File: src/rtl/nor_bus_pkg.sv
package nor_bus_pkg;
  typedef enum logic [2:0] {
    OP_RESET   = 3'd0,
    OP_STANDBY = 3'd1,
    OP_ARD     = 3'd2,
    OP_SRD     = 3'd3,
    OP_SUSP    = 3'd4,
    OP_WRITE   = 3'd5,
    OP_ODIS    = 3'd6,
    OP_ILLEGAL = 3'd7
  } bus_op_e;

  localparam logic [15:0] CMD_ARRAY  = 16'h00FF;
  localparam logic [15:0] CMD_IDENT  = 16'h0090;
  localparam logic [15:0] CMD_CONFIG = 16'h0060;
endpackage

File: src/rtl/nor_bus_decode.sv
module nor_bus_decode
  import nor_bus_pkg::*;
(
  input  logic    rst_ni,
  input  logic    ce_ni,
  input  logic    oe_ni,
  input  logic    we_ni,
  input  logic    sync_i,
  output bus_op_e op_o
);
  always_comb begin
    if (!rst_ni)               op_o = OP_RESET;
    else if (ce_ni)            op_o = OP_STANDBY;
    else if (!oe_ni && !we_ni) op_o = OP_ILLEGAL;
    else if (!we_ni)           op_o = OP_WRITE;
    else if (!oe_ni)           op_o = sync_i ? OP_SRD : OP_ARD;
    else                       op_o = sync_i ? OP_SUSP : OP_ODIS;
  end
endmodule

File: src/rtl/nor_bus_addr.sv
module nor_bus_addr #(
  parameter int AW        = 23,
  parameter int ROW_WORDS = 16
) (
  input  logic          clk_i,
  input  logic          rst_ni,
  input  logic          sync_i,
  input  logic          fall_i,
  input  logic          ce_ni,
  input  logic          adv_ni,
  input  logic          fclk_i,
  input  logic [AW-1:0] addr_i,
  output logic [AW-1:0] lat_addr_o,
  output logic [AW-1:0] rd_addr_o,
  output logic [AW-1:0] cnt_o,
  output logic          row_wait_o,
  output logic          fedge_o,
  output logic          adv_rise_o
);
  localparam int RW = $clog2(ROW_WORDS);

  logic          fclk_q, adv_q, cap_done_q, wait_q;
  logic [AW-1:0] addr_q, cnt_q, cnt_nxt;
  logic          adv_fall;

  assign fedge_o    = fall_i ? (fclk_q & ~fclk_i) : (~fclk_q & fclk_i);
  assign adv_rise_o = ~adv_q & adv_ni;
  assign adv_fall   = adv_q & ~adv_ni;
  assign cnt_nxt    = cnt_q + AW'(1);

  always_ff @(posedge clk_i or negedge rst_ni) begin
    if (!rst_ni) begin
      fclk_q     <= 1'b0;
      adv_q      <= 1'b1;
      cap_done_q <= 1'b0;
      wait_q     <= 1'b0;
      addr_q     <= '0;
      cnt_q      <= '0;
    end else begin
      fclk_q <= fclk_i;
      adv_q  <= adv_ni;
      if (!adv_ni) addr_q <= addr_i;
      if (sync_i && !ce_ni) begin
        if (!adv_ni) begin
          // first clock edge in an address phase captures
          if (fedge_o && (adv_fall || !cap_done_q)) begin
            cnt_q      <= addr_i;
            cap_done_q <= 1'b1;
            wait_q     <= 1'b0;
          end else if (adv_fall) begin
            cap_done_q <= 1'b0;
          end
        end else if (adv_rise_o && !cap_done_q) begin
          cnt_q      <= addr_q;
          cap_done_q <= 1'b1;
          wait_q     <= 1'b0;
        end else if (fedge_o && cap_done_q) begin
          cnt_q  <= cnt_nxt;
          wait_q <= (cnt_nxt[RW-1:0] == '0);
        end
      end
    end
  end

  assign lat_addr_o = adv_ni ? addr_q : addr_i;
  assign rd_addr_o  = sync_i ? cnt_q : lat_addr_o;
  assign cnt_o      = cnt_q;
  assign row_wait_o = wait_q;
endmodule

File: src/rtl/nor_bus_rdmux.sv
module nor_bus_rdmux
  import nor_bus_pkg::*;
#(
  parameter int          AW     = 23,
  parameter int          DW     = 16,
  parameter int          PAW    = 18,
  parameter logic [15:0] ID_MFR = 16'h00B7,
  parameter logic [15:0] ID_DEV = 16'h88C1
) (
  input  logic          clk_i,
  input  logic          rst_ni,
  input  logic          wr_stb_i,
  input  logic [AW-1:0] wr_addr_i,
  input  logic [DW-1:0] wr_data_i,
  input  logic [AW-1:0] rd_addr_i,
  output logic [DW-1:0] rd_data_o,
  output logic          rd_ident_o,
  output logic          sync_o,
  output logic          fall_o
);
  localparam int PW    = AW - PAW;
  localparam int NPART = 1 << PW;

  logic          id_mode [NPART];
  logic [PW-1:0] wr_part, rd_part;
  logic [PAW-1:0] rd_off;
  logic [15:0]   cmd;

  assign wr_part = wr_addr_i[AW-1:PAW];
  assign rd_part = rd_addr_i[AW-1:PAW];
  assign rd_off  = rd_addr_i[PAW-1:0];
  assign cmd     = 16'(wr_data_i);

  for (genvar p = 0; p < NPART; p++) begin : g_part
    always_ff @(posedge clk_i or negedge rst_ni) begin
      if (!rst_ni) id_mode[p] <= 1'b0;
      else if (wr_stb_i && wr_part == PW'(p)) begin
        if (cmd == CMD_IDENT)      id_mode[p] <= 1'b1;
        else if (cmd == CMD_ARRAY) id_mode[p] <= 1'b0;
      end
    end
  end

  always_ff @(posedge clk_i or negedge rst_ni) begin
    if (!rst_ni) begin
      sync_o <= 1'b0;
      fall_o <= 1'b0;
    end else if (wr_stb_i && cmd == CMD_CONFIG) begin
      sync_o <= wr_addr_i[1];
      fall_o <= wr_addr_i[0];
    end
  end

  assign rd_ident_o = id_mode[rd_part];

  always_comb begin
    if (!rd_ident_o)       rd_data_o = rd_addr_i[DW-1:0] ^ DW'(rd_addr_i >> DW);
    else if (rd_off == '0) rd_data_o = DW'(ID_MFR);
    else if (rd_off == PAW'(1)) rd_data_o = DW'(ID_DEV);
    else                   rd_data_o = '0;
  end
endmodule

File: src/rtl/nor_bus_front.sv
module nor_bus_front
  import nor_bus_pkg::*;
#(
  parameter int AW        = 23,
  parameter int DW        = 16,
  parameter int PAW       = 18,
  parameter int ROW_WORDS = 16
) (
  input  logic          clk_i,
  input  logic          rst_ni,
  input  logic          ce_ni,
  input  logic          oe_ni,
  input  logic          we_ni,
  input  logic          adv_ni,
  input  logic          fclk_i,
  input  logic [AW-1:0] addr_i,
  input  logic [DW-1:0] dq_i,
  output logic [DW-1:0] dq_o,
  output logic          dq_oe_o,
  output logic          wait_o,
  output logic          wait_oe_o,
  output logic [2:0]    op_o,
  output logic          illegal_o
);
  bus_op_e       op;
  logic          sync_mode, fall_mode, rd_ident, row_wait, fclk_edge, adv_rise;
  logic          we_q, wr_stb, drive;
  logic [AW-1:0] lat_addr, rd_addr, burst_cnt;
  logic [DW-1:0] rd_data;

  nor_bus_decode u_dec (
    .rst_ni (rst_ni), .ce_ni (ce_ni), .oe_ni (oe_ni), .we_ni (we_ni),
    .sync_i (sync_mode), .op_o (op)
  );

  nor_bus_addr #(.AW(AW), .ROW_WORDS(ROW_WORDS)) u_addr (
    .clk_i      (clk_i),     .rst_ni     (rst_ni),
    .sync_i     (sync_mode), .fall_i     (fall_mode),
    .ce_ni      (ce_ni),     .adv_ni     (adv_ni),
    .fclk_i     (fclk_i),    .addr_i     (addr_i),
    .lat_addr_o (lat_addr),  .rd_addr_o  (rd_addr),
    .cnt_o      (burst_cnt), .row_wait_o (row_wait),
    .fedge_o    (fclk_edge), .adv_rise_o (adv_rise)
  );

  always_ff @(posedge clk_i or negedge rst_ni) begin
    if (!rst_ni) we_q <= 1'b1;
    else         we_q <= we_ni;
  end

  // command taken on the falling edge of a legal write strobe
  assign wr_stb = !ce_ni && we_q && !we_ni && oe_ni;

  nor_bus_rdmux #(.AW(AW), .DW(DW), .PAW(PAW)) u_rd (
    .clk_i      (clk_i),    .rst_ni     (rst_ni),
    .wr_stb_i   (wr_stb),   .wr_addr_i  (lat_addr),
    .wr_data_i  (dq_i),     .rd_addr_i  (rd_addr),
    .rd_data_o  (rd_data),  .rd_ident_o (rd_ident),
    .sync_o     (sync_mode), .fall_o    (fall_mode)
  );

  assign drive     = (op == OP_ARD) || (op == OP_SRD);
  assign dq_oe_o   = drive;
  assign dq_o      = drive ? rd_data : '0;
  assign wait_oe_o = rst_ni && !ce_ni;
  assign wait_o    = !wait_oe_o ? 1'b0 :
                     (sync_mode && !rd_ident && we_ni) ? row_wait : 1'b1;
  assign op_o      = op;
  assign illegal_o = (op == OP_ILLEGAL);
endmodule

File: config.mk
export PLATFORM = sky130hd
export DESIGN_NAME = nor_bus_front
export DESIGN_NICKNAME = d
export VERILOG_FILES = /design/src/rtl/nor_bus_pkg.sv /design/src/rtl/nor_bus_decode.sv /design/src/rtl/nor_bus_addr.sv /design/src/rtl/nor_bus_rdmux.sv /design/src/rtl/nor_bus_front.sv
export SDC_FILE = /design/constraint.sdc
export NUM_CORES = 1
export LEC_CHECK = 0
export ABC_AREA = 1
export BUFFER_PORTS_ARGS = -buffer_cell sky130_fd_sc_hd__buf_2
export CAP_MARGIN = 30
export CORE_ASPECT_RATIO = 0.5
export CORE_UTILIZATION = 35
export DETAILED_ROUTE_END_ITERATION = 10
export PLACE_DENSITY = 0.51
export SLEW_MARGIN = 25
export SYNTH_ARGS = -nofsm -noshare
export SYNTH_HDL_FRONTEND = slang
export SYNTH_HIERARCHICAL = 1
export SYNTH_SLANG_ARGS = --single-unit
File: constraint.sdc
create_clock -name clk_i -period 4.2 [get_ports clk_i]
set_input_delay 0.42 -clock clk_i [delete_from_list [all_inputs] [get_ports clk_i]]
set_output_delay 0.42 -clock clk_i [all_outputs]
set_load 0.01 [all_outputs]
# Yosys cells after proc, flatten, opt, wreduce, memory -nomap -nowiden
# Index checks and enable logic that the tools add are counted.
# classes
addsub,1
order_cmp,1
eq_ne,40
n_mux,33
bitwise_logic,10
n_reduce_logical,91
# op_table
op,n
$mux 23,6
$eq 5x5->1 const B,16
$mux 16,4
$reduce_and 2->1,32
$logic_and 1x1->1,44
$eq 5x4->1 const B,8
$eq 16x8->1 const B,2
$add 23x1->23 const B,1
$eq 5x3->1 const B,4
$eq 18x1->1 const B,1
$logic_not 18->1,1
$eq 16x7->1 const B,1
$mux 1,16
$xor 16x7->16,1
$mux 3,5
$eq 5x2->1 const B,2
$eq 3x2->1 const B,2
$ge 6x6->1 const B,1
$not 5->6,1
$reduce_and 3->1,2
$bmux 1 s5,1
$eq 5x1->1 const B,1
$logic_not 1->1,5
$logic_not 5->1,1
10 further kinds,18
# word_totals
regBits,85
output_inout_bits,23

# Logic depth before layout (Yosys ltp)
# depth
ltp_word,11
depth_mapped,22
ltp_nobuf,17

# Modules after synthesis
# The synthesis kept the hierarchy.
# modules_own_cells
mod,n_inst,cells_each,area_each_um2,seq_area_each_um2
nor_bus_addr,1,483,3268.1,1252.5
nor_bus_rdmux,1,382,2449.8,850.8
nor_bus_front,1,48,247.7,26.3
nor_bus_decode,1,12,48.8,0.0

# Least setup slack after synthesis
# Ideal clock, no wire load.
# synth_timing
kind,input port to output port
from,input adv_ni
to,output wait_o
t_arrival_ns,2.636
slack_ns,1.144
cell_stages,20
path_buffers,5
path_cell_list,buf_4 -> inv_4 -> buf_2 -> buf_2 -> nand2_1 -> o21ai_0 -> nand2_1 -> o21ai_0 -> buf_6 -> inv_8 -> buf_8 -> nand2_1 -> nand3_1 -> nand3_1 -> nand3_1 -> nand3_2 -> nand2_4 -> inv_6 -> nor2_1 -> a21oi_1
# synth_between
elab_chain_cells,11
# synth_rtl
element,line,source
from (decl),nor_bus_front.sv:14,"input logic adv_ni,"
$mux 23,--,
named net lat_addr[18],nor_bus_front.sv:28,"logic [AW-1:0] lat_addr, rd_addr, burst_cnt;"
$mux 23,nor_bus_addr.sv:66,assign rd_addr_o = sync_i ? cnt_q : lat_addr_o;
named net rd_addr[18],nor_bus_front.sv:28,
$not 5->6 (implied by the code),nor_bus_rdmux.sv:54,assign rd_ident_o = id_mode[rd_part];
$bmux 1 s5,nor_bus_rdmux.sv:54,
$mux 1 (implied by the code) (2 in series),nor_bus_rdmux.sv:54,
named net rd_ident,nor_bus_front.sv:26,"logic sync_mode, fall_mode, rd_ident, row_wait, fclk_edge, adv_rise;"
$logic_not 1->1,--,
$logic_and 1x1->1 (2 in series),nor_bus_front.sv:67,(sync_mode && !rd_ident && we_ni) ? row_wait : 1'b1;
$mux 1,nor_bus_front.sv:67,
$mux 1,nor_bus_front.sv:66,assign wait_o = !wait_oe_o ? 1'b0 :
to (decl),nor_bus_front.sv:20,"output logic wait_o,"
# The timed path passes the listed nets, and every way through them passes these cells. The select of a mux whose other input is x is not followed.

# Worst setup path after layout
# layout_timing
from,register u_rd.sync_o
to,output dq_o[11]
# layout_between
elab_cells_between_ends,22
# layout_rtl
element,line,source
from (decl),nor_bus_rdmux.sv:18,"output logic sync_o,"
from (signal assigned),nor_bus_rdmux.sv:49,sync_o <= wr_addr_i[1];
$mux 23 *,nor_bus_addr.sv:66,
named net rd_addr[11],nor_bus_front.sv:28,
$eq 18x1->1,nor_bus_rdmux.sv:59,else if (rd_off == PAW'(1)) rd_data_o = DW'(ID_DEV);
$mux 16,nor_bus_rdmux.sv:59,
$mux 16,nor_bus_rdmux.sv:58,else if (rd_off == '0) rd_data_o = DW'(ID_MFR);
$mux 16 *,nor_bus_rdmux.sv:57,if (!rd_ident_o) rd_data_o = rd_addr_i[DW-1:0] ^ DW'(rd_addr_i >> DW);
named net rd_data[11],nor_bus_front.sv:29,logic [DW-1:0] rd_data;
$mux 16 *,nor_bus_front.sv:64,assign dq_o = drive ? rd_data : '0;
to (decl),nor_bus_front.sv:18,"output logic [DW-1:0] dq_o,"
# Mark *: on every way through the listed nets, which the timed path passes. The rest lies on a longest branch. The select of a mux whose other input is x is not followed.

==> impl_metrics.yaml <==
worst_setup_path:
  slowest_stage: "dfrtp_1"
  cp_top_family: "simple AND/OR/NAND/NOR gates"
  critPathKind: "reg2out"
  crit_path_start_kind: "flip-flop"
  arrival_ps: 2930
  crit_path_max_fanout: 41
  end_kind: "output port"
  cpPeakStageDelay_ps: 430
  crit_required_ps: 3780
  critPathBufInv: 4
  cpMostUsedCell: "nor2_1"
  path_cells: "inv_1 -> buf_4 -> o21ai_0 -> nor2_1 -> nand3_1 -> nor2_1 -> nand3b_1 -> nor2_1 -> nand3_1 -> nand2_1 -> inv_1 -> nor2_1 -> buf_2"
logic_synthesis:
  syn_inst: 925
  synth_top_cell_by_area: "dfrtp_1"
  avgSynthCellArea_sq_um: 6.50
  ys_seq_area_frac: 0.354
  synth.distinct_cells: 36
  syn_nets: 972
  syn_area_sq_mm: 0.00601
  ys_ff_latch: 85
  yosysWarnings: 6
  synth.area.top_cells: "dfrtp_1 (35%), nand2_1 (20%), o21ai_0 (7.7%)"
  synth_top_area_frac: 0.345
power:
  peakVddDrop_mv: 0.191
  p_clk_frac: 0.399
  power.leakage_nw: 3.22
  switching_share: 0.303
  pwr-share-seq: 0.418
  power.internal_mw: 1.45
  p_per_area_mw_per_mm2: 304
  comb_power_share: 0.183
  total_power_mw: 2.07
  switchingPower_mw: 0.628
routing:
  vias_per_cell: 4.81
  drt_first_iter_violations: 310
  drc: 0
  via_count: 5829
  drt_pre_antenna_iters: 5
  post_drt_wl_per_cell_um: 14.2
  antenna_left: 0
  totalWireLength_mm: 17.2
clocking:
  tritoncts: "yes"
  clock-sinks: 85
  clk_path_buf_depth: 2
  cts_buffers: 9
  cts_root_buf: "clkbuf_16"
  insertion_delay_ps: 340
  cts_max_level: 3
  cts_hold_buf: 0
  clk_pin_slew_worst_paths_ps: 60
  postCtsSetupBuffers: 0
  cts_resized: 0
job:
  maxCapViolCount: 0
floorplanning:
  start_util: 0.362
  die_h_um: 94.7
  core_area_sq_mm: 0.0166
  rows: 33
  io_pins: 69
  die-area_sq_mm: 0.0177
  die_x_um: 187
timing:
  skew_ps: 5.23
  maxSlewHeadroom: 0.370
  fmax_ghz: 0.298
  tns_ps: 0
  fin_crit_ps: 3350
  tightestPinTransition_ps: 936
  slew_violations: 0
  rsz0062_at_grt: "false"
  finalHoldViolCount: 0
  fin_crit_sh: 0.798
  setup_viol: 0
grt:
  grt_pass1_wl_mm: 28.2
  track_usage: 0.202
  grt_pass1_vias: 5381
  grt_max_degree: 46
  grt_remaining_overflow: 0
  antenna_found_initial: 0
place:
  hpwl_mm: 12.5
  dp.cells: 1194
  place_congestion: 0.832
  portBuffers: 68
finish:
  layout_commonest_cell: "nand2_1"
  fin_nets: 1026
  drive_gt1_frac: 0.162
  fin_util: 0.411
  diodes: 0
  area_growth_pct: 13.5
  register_area_sq_mm: 0.00213
  multiInputGateArea_sq_mm: 0.00316
  n_fill_cell: 1804
  fin_cells: 1211
  layout_common_cells: "nand2_1 (316), inv_1 (118), o21ai_0 (91), dfrtp_1 (83), nor2_1 (69)"
min_path:
  hold_class: "in2async"
outcome:
  status: "complete, no violations"
==> final cells by class <==
type,count,area share
Clock buffer,11,0.0356
Clock inverter,5,0.00880
Multi-Input combinational cell,678,0.463
Timing Repair Buffer,82,0.0685
Sequential cell,85,0.312
Inverter,123,0.0702
Tap cell,227,0.0416
==> path summary, 6_finish.rpt <==
kind	slack, ps	to	startpoint	depth (start not counted)
max	850	dq_o[11]	u_rd/sync_o	13
min	90	u_rd/id_mode[0]	rst_ni	1
max reg2reg	1940	u_addr/cnt_o[19]	u_addr/adv_q	9
min reg2reg	490	u_rd/id_mode[19]	u_rd/id_mode[19]	2
max in group asynchronous	3050	u_addr/cnt_o[9]	rst_ni	2
min in group clk_i	210	u_addr/fclk_q	fclk_i	1
==> layer usage <==
metal / global-route usage / part of all wire / up-vias
li1: - / - / 3013
met1: 0.288 / 0.51 / 2712
met2: 0.327 / 0.45 / 94
met3: 0.0349 / 0.035 / 10
met4: 0.0318 / 0.0058 / 0
met5: 0 / 0 / -
==> cells by family (layout without fill, tap and decap cells) <==
logic type,count (synthesis),after routing,synth area share
fa+ha+maj,1,1,0.00208
xor+xnor,11,11,0.0160
simple gates,517,517,0.369
buf+inv,162,221,0.120
flops,85,85,0.354
compound gates,149,149,0.139
==> worst reg2reg max path: cells and delay by family (launching register included) <==
kind	cells	cell delay, ps
AO/OA/AOI/OAI	1	40
flip-flops	1	590
buffers and inverters	1	230
AND/OR/NAND/NOR	7	1300
==> synth_stat cells, drive strengths merged <==
| library cell | instances |
|---|---|
| a21oi | 37 |
| a22oi | 3 |
| a31oi | 1 |
| buf | 25 |
| clkbuf | 14 |
| dfrtp | 83 |
| dfstp | 2 |
| ha | 1 |
| inv | 123 |
| nand2 | 325 |
| nand3 | 58 |
| nand3b | 1 |
| nand4 | 4 |
| nor2 | 91 |
| nor3 | 35 |
| nor4 | 3 |
| o21ai | 108 |
| xnor2 | 1 |
| xor2 | 10 |
==> sequential cells by signal, indices dropped and copies added, names as in the netlist <==
signal,flops
u_rd/sync_o,1
we_q,1
u_addr/cap_done_q,1
u_addr/cnt_o,23
u_addr/adv_q,1
u_rd/id_mode,32
u_addr/row_wait_o,1
u_rd/fall_o,1
u_addr/fclk_q,1
u_addr/addr_q,23
==> power by group through the flow <==
stage	clock network, mW	registers, mW	logic [mW]
floorplan	0	0.877	0.256
global placement	0	0.881	0.380
detailed placement	0	0.882	0.382
CTS	0.856	0.866	0.384
global route	0.892	0.870	0.432
finish	0.828	0.866	0.380
==> per-stage QoR <==
stage               hold WS (ps)  setup slack [ps]  cell area [sq um]
global placement             469               927               6510
floorplan                    124              1140               6010
detailed placement           479               962               6510
CTS                          123               827               6810
finish                      93.2               846               6830
global route                 132               548               6830
No activity file was read; power rests on OpenSTA's default activity.
